### src/rtl/irqarb_pkg.sv
package irqarb_pkg;
  parameter int unsigned LVL_W = 3;
  typedef logic [LVL_W-1:0] lvl_t;

  // eligibility: enabled and strictly more urgent than the mask
  function automatic logic is_eligible(input logic en, input lvl_t lvl, input lvl_t mask);
    return en && (lvl < mask);
  endfunction

  // strict compare keeps the earlier (lower) index on ties
  function automatic logic beats(input lvl_t cand, input lvl_t best);
    return cand < best;
  endfunction
endpackage

### src/rtl/irqarb_pick.sv
module irqarb_pick
  import irqarb_pkg::*;
#(
  parameter int NUM_REQ = 8,
  localparam int IDX_W = (NUM_REQ > 1) ? $clog2(NUM_REQ) : 1
) (
  input  logic [NUM_REQ-1:0]       req_valid,
  input  logic [NUM_REQ*LVL_W-1:0] req_level,
  input  lvl_t                     mask,
  input  logic                     en,
  output logic                     found,
  output logic [IDX_W-1:0]         win_idx,
  output lvl_t                     win_lvl
);
  lvl_t lvls [NUM_REQ];

  for (genvar g = 0; g < NUM_REQ; g++) begin : g_slice
    assign lvls[g] = req_level[g*LVL_W +: LVL_W];
  end

  always_comb begin
    found   = 1'b0;
    win_idx = '0;
    win_lvl = '1;
    for (int i = 0; i < NUM_REQ; i++) begin
      if (req_valid[i] && is_eligible(en, lvls[i], mask) &&
          (!found || beats(lvls[i], win_lvl))) begin
        found   = 1'b1;
        win_idx = IDX_W'(i);
        win_lvl = lvls[i];
      end
    end
  end
endmodule

### src/rtl/irqarb_defer.sv
module irqarb_defer (
  input  logic clk,
  input  logic rst_n,
  input  logic boundary,
  input  logic hold_flag,
  output logic defer_q
);
  // set by a flagged boundary, cleared by the next boundary
  always_ff @(posedge clk or negedge rst_n) begin
    if (!rst_n)        defer_q <= 1'b0;
    else if (boundary) defer_q <= hold_flag;
  end
endmodule

### src/rtl/irqarb_svc.sv
module irqarb_svc (
  input  logic clk,
  input  logic rst_n,
  input  logic start,
  input  logic done,
  output logic active_q
);
  always_ff @(posedge clk or negedge rst_n) begin
    if (!rst_n)     active_q <= 1'b0;
    else if (start) active_q <= 1'b1;
    else if (done)  active_q <= 1'b0;
  end
endmodule

### src/rtl/irq_level_arbiter.sv
module irq_level_arbiter
  import irqarb_pkg::*;
#(
  parameter int NUM_REQ = 8,
  localparam int IDX_W = (NUM_REQ > 1) ? $clog2(NUM_REQ) : 1
) (
  input  logic                     clk,
  input  logic                     rst_n,
  input  logic [NUM_REQ-1:0]       req_valid,
  input  logic [NUM_REQ*LVL_W-1:0] req_level,
  input  logic [NUM_REQ-1:0]       req_svc,
  input  logic [LVL_W-1:0]         cur_mask,
  input  logic                     int_enable,
  input  logic                     instr_done,
  input  logic                     instr_io_access,
  input  logic                     instr_inhibit,
  input  logic                     svc_done,
  output logic                     acc_valid,
  output logic [IDX_W-1:0]         acc_index,
  output logic [LVL_W-1:0]         acc_level,
  output logic                     acc_svc
);
  logic             win_found;
  logic [IDX_W-1:0] win_idx;
  lvl_t             win_lvl;
  logic             defer_q;
  logic             svc_active;
  logic             hold_flag;
  logic             boundary_open;
  logic             take;
  logic             take_svc;

  irqarb_pick #(.NUM_REQ(NUM_REQ)) u_pick (
    .req_valid (req_valid),
    .req_level (req_level),
    .mask      (cur_mask),
    .en        (int_enable),
    .found     (win_found),
    .win_idx   (win_idx),
    .win_lvl   (win_lvl)
  );

  assign hold_flag = instr_io_access | instr_inhibit;

  irqarb_defer u_defer (
    .clk       (clk),
    .rst_n     (rst_n),
    .boundary  (instr_done),
    .hold_flag (hold_flag),
    .defer_q   (defer_q)
  );

  // named decision events
  assign boundary_open = instr_done & ~defer_q & ~svc_active & ~hold_flag;
  assign take          = boundary_open & win_found;
  assign take_svc      = take & req_svc[win_idx];

  irqarb_svc u_svc (
    .clk      (clk),
    .rst_n    (rst_n),
    .start    (take_svc),
    .done     (svc_done),
    .active_q (svc_active)
  );

  always_ff @(posedge clk or negedge rst_n) begin
    if (!rst_n) begin
      acc_valid <= 1'b0;
      acc_index <= '0;
      acc_level <= '0;
      acc_svc   <= 1'b0;
    end else begin
      acc_valid <= take;
      acc_index <= take ? win_idx : '0;
      acc_level <= take ? win_lvl : '0;
      acc_svc   <= take_svc;
    end
  end
endmodule

### config.mk
export PLATFORM = sky130hd
export DESIGN_NAME = irq_level_arbiter
export DESIGN_NICKNAME = d
export VERILOG_FILES = /design/src/rtl/irqarb_pkg.sv /design/src/rtl/irqarb_pick.sv /design/src/rtl/irqarb_defer.sv /design/src/rtl/irqarb_svc.sv /design/src/rtl/irq_level_arbiter.sv
export SDC_FILE = /design/constraint.sdc
export NUM_CORES = 1
export LEC_CHECK = 0
export BUFFER_PORTS_ARGS = -buffer_cell sky130_fd_sc_hd__buf_2
export CAP_MARGIN = 20
export CORE_MARGIN = 2
export CORE_UTILIZATION = 52
export CTS_CLUSTER_DIAMETER = 200
export DETAILED_ROUTE_END_ITERATION = 8
export MAX_ROUTING_LAYER = met4
export PLACE_DENSITY = 0.82
export SYNTH_ARGS = -nofsm -noshare
export SYNTH_HDL_FRONTEND = slang
export SYNTH_SLANG_ARGS = --single-unit
export TNS_END_PERCENT = 5
### constraint.sdc
create_clock -name clk -period 1.5 [get_ports clk]
set_clock_uncertainty 0.05 [all_clocks]
set_input_delay 0.375 -clock clk [delete_from_list [all_inputs] [get_ports clk]]
set_output_delay 0.375 -clock clk [all_outputs]
set_load 0.01 [all_outputs]
==> results of run 1 <==
[what timing repair did]
action / in CTS
pin swaps: 45
resized for setup: 32
setup buffers: 11
endpoints found under the hold margin: 10
endpoints found under the setup margin: 9
hold buffers: 1
[cells by family after synthesis]
group                    Yosys count  synth area share [%]
multiplexers                      10                  5.81
AND/OR/NAND/NOR                   67                  19.9
AO/OA/AOI/OAI                     92                  36.5
adder cells (fa/ha/maj)           26                  18.2
flip-flops                        10                  14.0
buffers and inverters             26                  5.60
[per-layer routing]
layer	overflow	GRT usage, %
met2	4	88.7
met1	0	48.9
met3	0	22.9
met5	-	-
met4	5	68.3
[per-stage QoR]
stage	hold WS (ps)	utilization [%]	setup TNS (ps)
floorplan	29.4	-	-65310
global placement	186	86.8	-66260
detailed placement	192	86.8	-71150
CTS	253	95.0	-65970
==> run summary, run 1 <==
The run stopped with a tool error. The failing step was global routing. The first error in the log reads "[ERROR GRT-0116] Global routing finished with congestion. Check the congestion regions in the DRC Viewer".

Measured along the x axis, the die boundary spans 62.6 µm. For this run, the total global-route usage over all layers was measured as 57.6%. The flip-flop and latch count after synthesis was 10. The most common cell in the synthesized netlist is ha_1. Pin placement for this block handled 58 I/O pins. The share of Yosys cell area claimed by the top area cell type works out to 18.2%. Sequential elements use 14.0% of the synthesized area. Including well taps, the total number of placed cells is 420. The cell sitting at the root of the clock tree is a clkbuf_4. At the end of routability-driven placement, the weighted congestion stood at 1.02. The number of H-tree levels was 1; the area of the mapped netlist was 1790 µm². In this run, synthesis inferred 0 flip-flops with an integrated enable.

Aggregate global routing overflow: 9. In the synthesized netlist, the number of instances is 231. In this run the vertical extent of the chip is 62.6 µm.

The synthesized design spends more area on one cell type than any other, namely ha_1. The mean post-synth cell area came out at 7.74 µm². The share of flip-flops with an asynchronous set or reset after synthesis was 100%.

The tools report the number of buffers on the longest clock path as 2. The via count of the first global-routing pass came out at 3,580. In the post-synthesis netlist, the biggest area contributors are ha_1 18%, dfrtp_1 14%, o21ai_0 6.2%, inv_1 5.0%, mux2i_1 3.9%. The tools report the starting density of the core as 54.0%. The placed instances occupy a cell area of 2870 µm².

The count of port buffers added during placement was 57. Timing analysis after detailed placement gives a worst setup slack of -8920 ps. The synthesized netlist net count came out at 307. Counting instances in the post-synthesis netlist gives the leading cell types as 26 x ha_1, 24 x inv_1, 22 x o21ai_0.

The tools report the warning count from the yosys run as 0. For this run, the leading register cell type out of synthesis is dfrtp_1. The maximum number of pins on one net before global-route repair is 11, and the global-route wire length before repair is 17,000 µm. The number of library cell types mapped by synthesis was 51.

The clock net sink count came out at 10. The run gives 3 as the number of buffers created by CTS. The number of placement rows was 21; the HPWL after detailed placement was 5870 µm.
==> run 2, diff against run 1 <==
- CORE_UTILIZATION: 52 -> 40
- CTS_CLUSTER_DIAMETER: 200 -> default
- MAX_ROUTING_LAYER: met4 -> default
- PLACE_DENSITY: 0.82 -> default
- PLACE_DENSITY_LB_ADDON: default -> 0.15
==> run summary, run 2 <==
The multi-input combinational cells in the finished layout cover a total of 1800 µm². The area overhead of the layout relative to synthesis is 118%, and the placed instance area is 2930 µm² (was 2870 µm²). The run gives 231 (unchanged) as the cell count after synthesis. The worst-case setup slack after placement is -8690 ps (was -8920 ps). The tools report the root buffer cell as clkbuf_8 (was clkbuf_4).

The final weighted congestion in routability-driven placement was 0.889 (was 1.02). The via density per instance came out at 6.28. Hold is met by 286 ps.

The area of the mapped netlist was 1790 µm² (unchanged); the clock net sink count was 10 (unchanged). The via count of the first global-routing pass was 3,105; the clock slew at the register clock pins of the worst setup and hold paths was 50 ps. The routed wire length came out at 11,800 µm. The tools report the final setup violation count as 9. The final reports fail on negative setup slack. The sequential cells in the finished layout cover a total of 250 µm². The share of Yosys cell area claimed by the top area cell type came out at 18.2% (unchanged). In this run the standard cell core region covers 4320 µm².

In this design, the critical path's most frequently occurring cell is ha_4. The actual slew at the worst max-slew pin works out to 551 ps. Power spread over the standard cell area amounts to 583 nW/µm².

Arrival time at the worst endpoint: 10,680 ps. The average detailed-routed wire length per instance is 22.7 µm, and the aggregate global routing overflow is 0. The count of flip-flops with a built-in enable after synthesis came out at 0 (unchanged). The critical path's largest stage delay is 460 ps, and the mean post-synth cell area is 7.74 µm² (unchanged). In the final layout, the registers with the most flip-flops are acc_index: 3 flops, acc_level: 3 flops. The tools report the startpoint type of the worst setup path as an input pin. The y dimension of the die came out at 70.9 µm (was 62.6 µm). The starting density of the core came out at 41.3% (was 54.0%). The logs give 24 (was 21) for the number of placement rows and 15,300 µm for the global-route wire length before repair. The warning count from the yosys run is 0 (unchanged), and the number of buffers created by CTS is 3 (unchanged).

The net total in the final layout was 545. For the count of antenna-violating nets left after detailed routing, the log shows 0. The run gives 307 (unchanged) as the synthesized netlist net count. TritonCTS built the clock tree. After filler insertion, the fill cell instance count of the layout stands at 192.

The final route contains 3,261 vias. Critical path class: input pin to flop. Before antenna repair, the detailed router went through 4 iterations. The tools report the all-layer global routing usage as 38.6%. The share of flip-flops with an asynchronous set or reset after synthesis works out to 100% (unchanged).

With fillers left out, the area of the finished cells amounts to 3900 µm². Across the VDD grid, the largest voltage drop is 0.326 mV. Of the cells placed in the final design, the portion with a size suffix greater than 1 is 65.3%. The die outline width is 70.9 µm (was 62.6 µm), and the number of pins with negative max-slew slack in the final report is 0. For the worst-skew pair, the clock arrives at the later sink with an insertion delay of 230 ps.

The count of port buffers added during placement was 57 (unchanged). The die covers 5020 µm². For the post-synthesis sequential area ratio, the log shows 14.0% (unchanged).

The run finished, with violations left. The classification of the worst-slack hold path is input pin to flop. The cell type with the highest aggregate area in the netlist was ha_1 (unchanged). The predominant post-synthesis flop cell was dfrtp_1 (unchanged). The flip-flop and latch count after synthesis came out at 10 (unchanged). The most common cell in the synthesized netlist was ha_1 (unchanged). The most common cell after layout, fill and taps aside is buf_4.

For the number of library cell types mapped by synthesis, the log shows 51 (unchanged). The run gives 0 as the number of antenna violations at the first check in global routing. The number of maximum-capacitance violations is 0.

The category of the worst setup path capture point was a flop. The tools report the final count of hold timing violations as 0. The number of top-level design ports was 58 (unchanged); the normalized max-slew margin was 63.1%. Share of the clock period used by the worst path after layout: 708%.

Slowest cell on the critical path: a2111o_1. STA puts the critical path data required time at 1570 ps. Main area contributors after synthesis: ha_1 18%, dfrtp_1 14%, o21ai_0 6.2%, inv_1 5.0%, mux2i_1 3.9% (unchanged). Most instantiated cells after synthesis: 26 x ha_1, 24 x inv_1, 22 x o21ai_0 (unchanged).

The tools report the static leakage as 2.08 nW. Entering global routing, the biggest net connects 11 pins. Along the worst path, the maximum fanout reaches 4.

The number of H-tree levels was 1 (unchanged); the maximum achievable frequency was 0.0942 GHz. Adding up every negative setup slack in the final design gives -73,150 ps. For the DRC violation count after routing, the log shows 0. Setup repair after global routing could not meet its margin everywhere.

The worst path needs 10,610 ps of the cycle, external delays included. The logs give 4790 µm (was 5870 µm) for the HPWL after detailed placement and 0 for the count of inserted antenna diode cells. In the layout the commonest cells are 171 x buf_4, 56 x buf_2, 19 x ha_1. For the least setup slack across all paths after layout, the log shows -9110 ps. Number of buffers on the longest clock path: 2 (unchanged). For this block, the initial DRC count from the detailed router was 289.
==> run 2: logic make-up after synthesis <==
logic type | synth area share, %
muxes | 5.81
DFF | 14.0
AOI/OAI and AO/OA | 36.5
and+or+nand+nor | 19.9
buffers and inverters | 5.60
adders and majority gates | 18.2
==> run 2: worst max-delay path, delay by kind of cell <==
family	cells	cell delay, ps
buf+inv	8	620
simple gates	11	1810
mux	4	1060
compound gates	22	4890
fa+ha+maj	8	1900
==> run 2: worst paths after layout <==
kind / startpoint / end / slack [ps] / depth (start not counted)
setup / recovery: cur_mask[1] / acc_svc / -9110 / 53
max in group asynchronous: rst_n / u_svc.active_q / 710 / 2
hold / removal: instr_done / u_defer.defer_q / 290 / 2
setup reg to reg: u_svc.active_q / u_svc.active_q / 40 / 4
min in group asynchronous: rst_n / acc_index[1] / 500 / 2
hold reg to reg: u_defer.defer_q / u_defer.defer_q / 480 / 2
==> run 2: what timing repair did <==
item,4_1_cts,5_1_grt
pin swaps,38,37
setup buffers,73,12
gates resized for setup,23,41
setup endpoints to repair,9,9
hold endpoints to repair,10,0
hold buffers,1,0
==> run 2: area by class of cell <==
class                           count  area share (%)
Inverter                           24            2.40
Timing Repair Buffer              235            42.3
Sequential cell                    10            6.41
Multi-Input combinational cell    195            46.1
Clock buffer                        3            1.06
Tap cell                           52            1.67
==> run 2: metal layers <==
metal	track usage (%)	wire length, µm	vias to the layer above
li1	-	-	1359
met1	44.1	4250	1526
met2	68.6	5640	282
met3	4.56	957	94
met4	22.9	930	0
met5	0	0	-
==> run 2: where the power goes <==
group / leakage, nW / switching [W] / internal, W / total [W]
Sequential: 0.136 / 0.00000324 / 0.000277 / 0.000280
Clock: 0.0216 / 0.0000987 / 0.000175 / 0.000274
Combinational: 1.92 / 0.000837 / 0.000886 / 0.00172
==> run 2: per-stage QoR <==
step                utilization [%]  power [W]  std cells
floorplan                         -   0.000793        231
global placement               67.7    0.00127        432
detailed placement             67.7    0.00129        432
CTS                            84.5    0.00186        509
global route                   90.3    0.00237        519
finish                         90.3    0.00228        519
Power figures use the tool's default switching activity.
==> run 3, diff against run 2 <==
- ABC_AREA: default -> 1
==> run summary, run 3 <==
The tools report the minimum hold slack as 334 ps (was 286 ps). Main area contributors after synthesis: ha_1 19%, nand2_1 17%, dfrtp_1 15%, nand3_1 11%, inv_1 7.5% (was ha_1 18%, dfrtp_1 14%, o21ai_0 6.2%, inv_1 5.0%, mux2i_1 3.9%). Part of the power in the clock network: 15.7% (was 12.0%).

The logs give -5420 ps (was -9110 ps) for the least setup slack across all paths after layout and 0.239 mV (was 0.326 mV) for the peak ir drop on the vdd network. The area enclosed by the die boundary is 4820 µm² (was 5020 µm²). The combined buffer and inverter count along the critical path works out to 8 (unchanged). Slowest cell on the critical path: ha_1 (was a2111o_1).

The classification of the worst-slack hold path is input pin to flop (unchanged). The number of top-level design ports is 58 (unchanged), and the met3 usage is 1.74% (was 4.56%). The fraction of final layout cells sized beyond drive strength 1 came out at 52.7% (was 65.3%). The tools report the startpoint type of the worst setup path as an input pin (unchanged). Busiest layer in global routing: met2 (unchanged). Failing checks: negative setup slack (unchanged). The area overhead of the layout relative to synthesis works out to 71.4% (was 118%). HPWL after detailed placement: 4010 µm (was 4790 µm). The share of Yosys cell area claimed by the top area cell type is 19.0% (was 18.2%), and the global-route track usage on met1 is 28.4% (was 44.1%). The DRC violation total after the first TritonRoute iteration was 33 (was 289); the final count of hold timing violations was 0 (unchanged). The relative contribution of combinational cells to total power was 67.0% (was 75.7%); the flip-flop and latch count after synthesis was 10 (unchanged). Critical path class: input pin to flop (unchanged). The cell type with the highest aggregate area in the netlist is ha_1 (unchanged). Number of buffers on the longest clock path: 2 (unchanged). Setup repair after global routing could not meet its margin everywhere.

The number of pins with negative max-slew slack in the final report is 0 (unchanged), and the all-layer global routing usage is 21.4% (was 38.6%). The logs give 460 (was 519) for the number of cells in the finished layout apart from fillers and -44,890 ps (was -73,150 ps) for the setup TNS after final layout. For the switching power of the nets, the log shows 0.000632 W (was 0.000939 W). The aggregate global routing overflow is 0 (unchanged). The number of placement rows is 23 (was 24). The number of buffers created by CTS is 3 (unchanged), and the internal power is 0.000979 W (was 0.00134 W). The count of port buffers added during placement came out at 57 (unchanged).

The flow ran to the end, but the final reports show violations. Final setup violation count: 9 (unchanged). The share of total power consumed by net switching works out to 39.2% (was 41.3%). The number of maximum-capacitance violations is 0 (unchanged), and the y dimension of the die is 69.4 µm (was 70.9 µm). The via density per instance is 4.83 (was 6.28). The average detailed-routed wire length per instance is 11.3 µm (was 22.7 µm), and the area of the core region is 4060 µm² (was 4320 µm²).

Critical path's largest stage delay: 300 ps (was 460 ps). The detailed-route via count came out at 2,220 (was 3,261). The synthesized netlist net count was 346 (was 307). The tools report the global-route wire length before repair as 8830 µm (was 15,300 µm).

TritonCTS built the clock tree. For the maximum number of pins on one net before global-route repair, the log shows 11 (unchanged). The net total in the final layout came out at 488 (was 545). For the count of antenna-violating nets left after detailed routing, the log shows 0 (unchanged). The run gives 449 (was 432) as the cell count after placement. The warning count from the yosys run is 0 (unchanged), and the share of the clock period used by the worst path after layout is 461% (was 708%).

The total power density per cell area is 549 nW/µm² (was 583 nW/µm²). The arrival time at the worst endpoint is 6980 ps (was 10,680 ps). The logs give 1.71 nW (was 2.08 nW) for the static leakage and 65.8% (was 63.1%) for the normalized max-slew margin. Routed wire length: 5180 µm (was 11,800 µm).

Category of the worst setup path capture point: a flop (unchanged). Clock slew at the register clock pins of the worst setup and hold paths: 40 ps (was 50 ps). Family with the most delay on the worst path: simple AND/OR/NAND/NOR gates (was compound AO/OA/AOI/OAI gates). The share of total power in sequential cells was 17.4% (was 12.3%); the maximum achievable frequency was 0.144 GHz (was 0.0942 GHz). The clock insertion delay at the later pin of the skew report is 220 ps (was 230 ps), and the clock net sink count is 10 (unchanged). The die outline width was 69.4 µm (was 70.9 µm); the actual slew at the worst max-slew pin was 508 ps (was 551 ps). The critical-path maximum fanout works out to 5 (was 4). The logs give 270 (was 231) for the cell count after synthesis and 14.6% (was 14.0%) for the post-synthesis sequential area ratio. The logs give 4 (unchanged) for the number of detailed-routing iterations run before antenna repair and 0 (unchanged) for the DRC violation count after routing.

Leading cell types in the layout, fill and taps excluded: 79 x buf_4, 58 x nand2_1, 56 x buf_2 (was 171 x buf_4, 56 x buf_2, 19 x ha_1). For the via count of the first global-routing pass, the log shows 2,137 (was 3,105). The global-route track usage on met2 was 37.9% (was 68.6%); the share of flip-flops with an asynchronous set or reset after synthesis was 100% (unchanged). Most instantiated cells after synthesis: 76 x nand2_1, 36 x nand3_1, 34 x inv_1 (was 26 x ha_1, 24 x inv_1, 22 x o21ai_0). The predominant post-synthesis flop cell was dfrtp_1 (unchanged). Most common cell after layout, fill and taps aside: buf_4 (unchanged). The logs give 1560 ps (was 1570 ps) for the critical path required time and 1 (unchanged) for the number of H-tree levels. The shortest period the worst path allows is 6920 ps (was 10,610 ps), and the count of flip-flops with a built-in enable after synthesis is 0 (unchanged). Biggest registers after layout: acc_index: 3 flops, acc_level: 3 flops (unchanged). Area of the mapped netlist: 1710 µm² (was 1790 µm²).

The tools report the root buffer cell as clkbuf_8 (unchanged). The final weighted congestion in routability-driven placement came out at 0.824 (was 0.889). The run gives 0 (unchanged) as the number of antenna violations at the first check in global routing. The most common cell in the synthesized netlist is nand2_1 (was ha_1).

The cell repeated most along the worst path is nand2_2 (was ha_4). Mean post-synth cell area: 6.34 µm² (was 7.74 µm²). The tools report the count of inserted antenna diode cells as 0 (unchanged). The number of library cell types mapped by synthesis is 23 (was 51). The tools report the starting density of the core as 42.2% (was 41.3%).
run 3: changes by cell type after synthesis, sizes merged, moves of 5 or more:
| cell | previous run | this run |
|---|---|---|
| nand2 | 14 | 92 |
| nand3 | 5 | 37 |
| o21ai | 27 | 10 |
| inv | 24 | 36 |
| mux2i | 7 | 0 |
| a21boi | 5 | 0 |
| a31oi | 5 | 0 |
| o31ai | 5 | 0 |
run 3: final cells by class:
class,instances,area [µm²]
Fill cell,361,1120
Inverter,40,156
Multi-Input combinational cell,219,1520
Timing Repair Buffer,138,906
Tap cell,50,62.6
Clock buffer,3,41.3
Sequential cell,10,250
run 3: through the flow:
| stage | power (W) | utilization, % | area [µm²] | setup WS, ps |
|---|---|---|---|---|
| 2_1_floorplan | 0.000787 | - | 1760 | -5340 |
| 3_3_place_gp | 0.00118 | 65.1 | 2640 | -5500 |
| 3_5_place_dp | 0.00119 | 65.1 | 2640 | -5630 |
| 4_1_cts | 0.00150 | 67.8 | 2750 | -5300 |
| 5_1_grt | 0.00178 | 72.3 | 2930 | -5970 |
| 6_report | 0.00161 | 72.3 | 2930 | -5420 |
run 3: kinds of logic after synthesis:
group                    after synthesis  share of synthesized area (%)
buffers and inverters                 42                           9.87
flip-flops                            10                           14.6
AO/OA/AOI/OAI                         35                           13.2
adder cells (fa/ha/maj)               26                           19.0
AND/OR/NAND/NOR                      157                           43.3
run 3: timing repair:
item                                    CTS  global route
endpoints found under the hold margin    10             0
endpoints found under the setup margin    9             9
pin swaps                                 5            50
resized for setup                        14            36
hold buffers                              1             0
cloned                                    1             0
setup buffers                             1             5
run 3: power groups by stage:
stage / registers [W] / clock network [W] / logic, W
2_1_floorplan: 0.000285 / 0 / 0.000502
4_1_cts: 0.000280 / 0.000258 / 0.000961
3_5_place_dp: 0.000283 / 0 / 0.000911
5_1_grt: 0.000280 / 0.000282 / 0.00121
3_3_place_gp: 0.000283 / 0 / 0.000892
6_report: 0.000280 / 0.000253 / 0.00108
run 3: worst paths after layout:
kind / from / to / slack, ps / cells past startpoint
setup reg to reg: u_defer.defer_q / acc_level[1] / -40 / 4
hold reg to reg: u_defer.defer_q / acc_valid / 420 / 1
setup / recovery: cur_mask[1] / u_svc.active_q / -5420 / 71
min in group asynchronous: rst_n / acc_svc / 500 / 2
hold / removal: instr_done / u_defer.defer_q / 330 / 2
max in group asynchronous: rst_n / acc_valid / 710 / 2
run 3: layer usage:
layer	up-vias	share of wire (%)
met5	-	0
met4	0	2.0
met3	10	3.2
met2	53	47
met1	975	48
li1	1182	-
